$ cat src/rtl/strip_pkg.sv
package strip_pkg;
  localparam int CNT_W = 8;
  localparam logic [CNT_W-1:0] CNT_MAX = {CNT_W{1'b1}};

  typedef struct packed {
    logic clr;
    logic inc;
    logic dec;
  } cnt_cmd_t;
endpackage

$ cat src/rtl/strip_ctrl.sv
module strip_ctrl
  import strip_pkg::*;
(
  input  logic     clk,
  input  logic     rstN,
  input  logic     bridgeStripEn,
  input  logic     ringOp,
  input  logic     txFrameSent,
  input  logic     txVoidSent,
  input  logic     txLeaveData,
  input  logic     txActive,
  input  logic     rxFrame,
  input  logic     rxVoidSpecial,
  input  logic     daCheck,
  input  logic     addrRecog,
  input  logic     daGroup,
  input  logic     saMatch,
  input  logic     crcOk,
  input  logic     lenOk,
  input  logic     errInd,
  input  logic     rxClaim,
  input  logic     rxBeacon,
  input  logic     rxToken,
  output logic     effEn,
  output cnt_cmd_t cmd,
  output logic     voidReq
);
  logic daClear, saClear, ringClear, tokClear;

  assign effEn     = bridgeStripEn & ringOp;
  assign daClear   = daCheck & addrRecog & ~daGroup;
  assign saClear   = saMatch & crcOk & lenOk & ~errInd;
  assign tokClear  = rxToken & ~txActive;          // duplicate token excluded
  assign ringClear = rxClaim | rxBeacon | tokClear;

  always_comb begin
    cmd.clr = ~effEn | rxVoidSpecial | daClear | saClear | ringClear;
    cmd.inc = effEn & (txFrameSent | txVoidSent);
    cmd.dec = effEn & rxFrame;
  end

  always_ff @(posedge clk) begin
    if (!rstN) voidReq <= 1'b0;
    else       voidReq <= effEn & txLeaveData;
  end

  // a void request follows a leave strobe issued while enabled
  p_void_follow_r11: assert property (@(posedge clk) disable iff (!rstN)
    (effEn && txLeaveData) |=> voidReq);
  // no void request when the previous cycle was disabled
  p_void_gate_r12: assert property (@(posedge clk) disable iff (!rstN)
    !effEn |=> !voidReq);
endmodule

$ cat src/rtl/strip_dp.sv
module strip_dp
  import strip_pkg::*;
(
  input  logic             clk,
  input  logic             rstN,
  input  cnt_cmd_t         cmd,
  output logic [CNT_W-1:0] cnt
);
  logic [CNT_W-1:0] base, nxt;

  always_comb begin
    base = cmd.clr ? '0 : cnt;
    nxt  = base;
    if (cmd.inc && !cmd.dec && base != CNT_MAX) nxt = base + 1'b1;
    if (cmd.dec && !cmd.inc && base != '0)      nxt = base - 1'b1;
  end

  always_ff @(posedge clk) begin
    if (!rstN) cnt <= '0;
    else       cnt <= nxt;
  end

  // after a clear the count is at most 1
  p_clear_ceiling_r9: assert property (@(posedge clk) disable iff (!rstN)
    cmd.clr |=> cnt <= 1);
  // plain increment below the ceiling adds one
  p_inc_step_r2: assert property (@(posedge clk) disable iff (!rstN)
    (!cmd.clr && cmd.inc && !cmd.dec && cnt != CNT_MAX) |=> cnt == $past(cnt) + 1'b1);
  // plain decrement above zero subtracts one
  p_dec_step_r3: assert property (@(posedge clk) disable iff (!rstN)
    (!cmd.clr && cmd.dec && !cmd.inc && cnt != '0) |=> cnt == $past(cnt) - 1'b1);
  // ceiling and floor hold
  p_no_overflow_r10: assert property (@(posedge clk) disable iff (!rstN)
    (!cmd.clr && cnt == CNT_MAX && cmd.inc) |=> cnt == CNT_MAX);
  p_no_underflow_r10: assert property (@(posedge clk) disable iff (!rstN)
    (cnt == '0 && cmd.dec && !cmd.inc) |=> cnt == '0);
endmodule

$ cat src/rtl/strip_tracker.sv
module strip_tracker
  import strip_pkg::*;
(
  input  logic             clk,
  input  logic             rstN,
  input  logic             bridgeStripEn,
  input  logic             ringOp,
  input  logic             txFrameSent,
  input  logic             txVoidSent,
  input  logic             txLeaveData,
  input  logic             txActive,
  input  logic             rxFrame,
  input  logic             rxVoidSpecial,
  input  logic             daCheck,
  input  logic             addrRecog,
  input  logic             daGroup,
  input  logic             saMatch,
  input  logic             crcOk,
  input  logic             lenOk,
  input  logic             errInd,
  input  logic             rxClaim,
  input  logic             rxBeacon,
  input  logic             rxToken,
  output logic [CNT_W-1:0] sentCount,
  output logic             stripActive,
  output logic             voidReq
);
  cnt_cmd_t cmd;
  logic     effEn;

  strip_ctrl u_ctrl (
    .clk(clk), .rstN(rstN), .bridgeStripEn(bridgeStripEn), .ringOp(ringOp),
    .txFrameSent(txFrameSent), .txVoidSent(txVoidSent), .txLeaveData(txLeaveData),
    .txActive(txActive), .rxFrame(rxFrame), .rxVoidSpecial(rxVoidSpecial),
    .daCheck(daCheck), .addrRecog(addrRecog), .daGroup(daGroup),
    .saMatch(saMatch), .crcOk(crcOk), .lenOk(lenOk), .errInd(errInd),
    .rxClaim(rxClaim), .rxBeacon(rxBeacon), .rxToken(rxToken),
    .effEn(effEn), .cmd(cmd), .voidReq(voidReq)
  );

  strip_dp u_dp (
    .clk(clk), .rstN(rstN), .cmd(cmd), .cnt(sentCount)
  );

  assign stripActive = effEn & (sentCount != '0);

  // stripping implies a non-zero count
  p_strip_nonzero_r4: assert property (@(posedge clk) disable iff (!rstN)
    stripActive |-> sentCount != '0);
  // dropping ring-operational empties the count
  p_ring_down_r12: assert property (@(posedge clk) disable iff (!rstN)
    !ringOp |=> sentCount == '0);
  // a non-duplicate token clears the count
  p_token_clear_r8: assert property (@(posedge clk) disable iff (!rstN)
    (rxToken && !txActive && !txFrameSent && !txVoidSent) |=> sentCount == '0);
endmodule

$ cat config.mk
export PLATFORM = sky130hd
export DESIGN_NAME = strip_tracker
export DESIGN_NICKNAME = d
export VERILOG_FILES = /design/src/rtl/strip_pkg.sv /design/src/rtl/strip_ctrl.sv /design/src/rtl/strip_dp.sv /design/src/rtl/strip_tracker.sv
export SDC_FILE = /design/constraint.sdc
export NUM_CORES = 1
export LEC_CHECK = 0
export ABC_AREA = 1
export BUFFER_PORTS_ARGS = -buffer_cell sky130_fd_sc_hd__buf_4
export CELL_PAD_IN_SITES_DETAIL_PLACEMENT = 0
export CELL_PAD_IN_SITES_GLOBAL_PLACEMENT = 1
export CORE_MARGIN = 2
export CORE_UTILIZATION = 31
export DETAILED_ROUTE_END_ITERATION = 10
export GPL_ROUTABILITY_DRIVEN = 1
export PLACE_DENSITY = 0.85
export SYNTH_ARGS = -nofsm -noshare
export SYNTH_HDL_FRONTEND = slang
export SYNTH_SLANG_ARGS = --single-unit
$ cat constraint.sdc
create_clock -name clk -period 1.55 [get_ports clk]
set_clock_uncertainty 0.15 [all_clocks]
set_input_delay 0 -clock clk [delete_from_list [all_inputs] [get_ports clk]]
set_output_delay 0 -clock clk [all_outputs]
set_load 0.02 [all_outputs]
==> reports/qor.yml <==
outcome:
  status: "finished with violations"
  violations: "negative hold slack, negative setup slack"
timing:
  drv_slew: 0
  worst_pin_slew_ns: 0.382
  finalSetupViolations: 8
  min_period_ns: 1.65
  fmax_mhz: 606
  period_share_pct: 106
  worst_hold_slack_ns: -0.151
  relSlewSlack_pct: 74.4
  timing_hold_violations_final: 6
  finalWorstSetupSlack_ns: -0.0993
  rsz0062_at_grt: "true"
clock_network:
  root_buffer: "clkbuf_4"
  htree_levels: 1
  max-clock-path-buffers: 2
  cts_made_buffers: 3
  clock_latency_ns: 0.28
  cts_num_sinks: 9
  clkTransAtPathRegs_ns: 0.06
  ctsHoldBuffers: 4
  cts_tree: "done"
route:
  vias: 1241
  vias_per_cell: 4.94
  drt_iter0_drc: 65
  drc: 0
  drt_pass1_iterations: 4
  postRouteAntennaNets: 0
  wl_per_cell_um: 13.5
  routed_wl_um: 3400
power:
  leakage_nw: 0.865
  powerDensity_nw_per_um2: 331
  total_power_mw: 0.562
  ir_worst_vdd_uv: 355
placed_design:
  post-dp-hpwl_um: 2630
  place_congestion: 0.927
  port_buffers: 29
  dpl_cell_area_um2: 1470
floorplan:
  fp.dieW_um: 59.2
  num_rows: 20
  coreArea_um2: 2980
  start_util_pct: 31.7
  dieArea_um2: 3500
  ios: 30
  die_y_um: 59.2
worst_setup_path:
  reg2reg_depth: 8
  worstSetupStartpointType: "flip-flop"
  required_ns: 1.58
  r2r-end: "u_dp.cnt[3]"
  criticalPathCategory: "reg -> reg"
  r2r_start: "u_dp.cnt[0]"
  cp-end-kind: "flip-flop"
  reg2reg_slack_ns: -0.1
  cp_max_fo: 4
  crit_arrival_ns: 1.67
grt:
  antenna_found_initial: 0
  grt_use_met2_pct: 36.9
  gr-usage-met3_pct: 1.53
  grt_overflow: 0
  grt_usage_pct: 20.5
  grt_pass1_vias: 1257
  grt_use_met1_pct: 25.3
  grt_max_degree: 9
  grt.busiest_layer: "met2"
  grt_pass1_wl_um: 5470
synth:
  ys_seq_elements: 9
  synth_area_um2: 945
  ys_seq_area_share_pct: 19.1
  postSynthAreaPerCell_um2: 6.38
  netlist_instances: 148
  ys_warn_count: 0
  synth_nets: 171
  ys_types: 25
hold_path:
  holdPathEnd: "u_dp.cnt[3]"
  holdCritStartpoint: "rstN"
  min_path_type: "in -> reg"
  min_delay_path_depth: 3
finish:
  antenna_cells: 0
  drive_above_1_share_pct: 58.7
  nets: 242
  layout_common_cells: "buf_4, nand2_1, nor2_1, inv_1, nand2_2"
  finalInstanceArea_um2: 1700
  layout_commonest_cell: "buf_4"
  syn_to_final_growth_pct: 79.9
  fill_cells: 273
flow_run:
  cap_viol_max_count: 0
==> power breakdown <==
| part | internal [mW] | switching (mW) | leakage, nW | total, mW |
|---|---|---|---|---|
| Combinational | 0.0681 | 0.0609 | 0.774 | 0.129 |
| Sequential | 0.229 | 0.000983 | 0.0757 | 0.230 |
| Clock | 0.100 | 0.103 | 0.0150 | 0.203 |
| Total | 0.398 | 0.165 | 0.865 | 0.562 |
==> synth_stat cells <==
master	instances	area share, %
nand4_1	8	5.3
nand2_1	35	14
o211ai_1	1	0.79
nor4_1	1	0.66
inv_1	19	7.5
nand2_2	3	2.0
nor3_2	1	1.1
a21oi_1	7	3.7
ha_1	3	4.0
buf_2	1	0.53
inv_2	3	1.2
nor3_1	2	1.1
a31oi_1	1	0.66
o21ai_0	1	0.53
xor2_1	1	0.93
nand3_4	2	3.7
nor2_8	2	4.2
nor2_4	3	3.6
nand3_2	3	3.2
nor2_1	26	10
nand2_4	3	3.6
nand3_1	11	5.8
clkinv_2	1	0.53
nand2_8	1	2.1
dfxtp_1	9	19
==> metal layers <==
| layer | wire length, µm | vias up |
|---|---|---|
| met1 | 1390 | 577 |
| li1 | - | 619 |
| met4 | 65 | 0 |
| met2 | 1780 | 39 |
| met3 | 164 | 6 |
| met5 | 0 | - |
==> how the worst max path moves through the flow <==
stage	from	endpoint	slack, ns	cells past startpoint
floorplan	daCheck	u_dp.cnt[5]	-0.09	15
global placement	daCheck	u_dp.cnt[5]	-0.18	13
detailed placement	rxBeacon	u_dp.cnt[5]	-0.24	14
CTS	u_dp.cnt[4]	u_dp.cnt[3]	-0.08	9
global route	u_dp.cnt[1]	u_dp.cnt[5]	-0.16	12
finish	u_dp.cnt[0]	u_dp.cnt[3]	-0.1	8
==> cells by family after synthesis <==
| family | count (synthesis) | share of synthesized area (%) |
|---|---|---|
| and+or+nand+nor | 101 | 60.5 |
| buffers and inverters | 24 | 9.80 |
| AOI/OAI and AO/OA | 10 | 5.70 |
| adders and majority gates | 3 | 3.97 |
| xor gates and xnor gates | 1 | 0.927 |
| DFF | 9 | 19.1 |
==> critical path: stages (launching register included) <==
cell	delay, ns
dfxtp_4	0.36
nand3_4	0.10
buf_4	0.18
ha_2	0.17
nand3_2	0.11
buf_4	0.13
nand4_1	0.12
a21oi_1	0.16
nor2_1	0.05
==> state kept, by name, summed over array words and instances (netlist names) <==
signal and count:
u_dp.cnt 8, u_ctrl.voidReq 1
==> area by class of cell <==
type	instances	area (µm²)	area share [%]
multi-input cells	115	828	48.7
repair buffers	67	513	30.2
flip-flops and latches	9	191	11.3
inverters	23	98.8	5.82
well taps	33	41.3	2.43
clock buffers	4	26.3	1.55
==> stage by stage <==
step	utilization [%]	setup TNS, ns	instances	setup slack, ns
after global routing	57.1	-1.10	251	-0.161
after floorplan	-	-0.323	148	-0.0905
after detailed placement	49.4	-1.50	236	-0.243
after CTS	54.7	-0.470	250	-0.0786
final	57.1	-0.571	251	-0.0993
after global placement	49.4	-1.04	236	-0.179
==> timing repair <==
item | in CTS | in global routing
endpoints found under the setup margin | 9 | 8
pin swaps | 8 | 10
gates resized for setup | 15 | 18
endpoints found under the hold margin | 9 | 6
buffers inserted | 6 | 1
No activity file was read; power rests on OpenSTA's default activity.
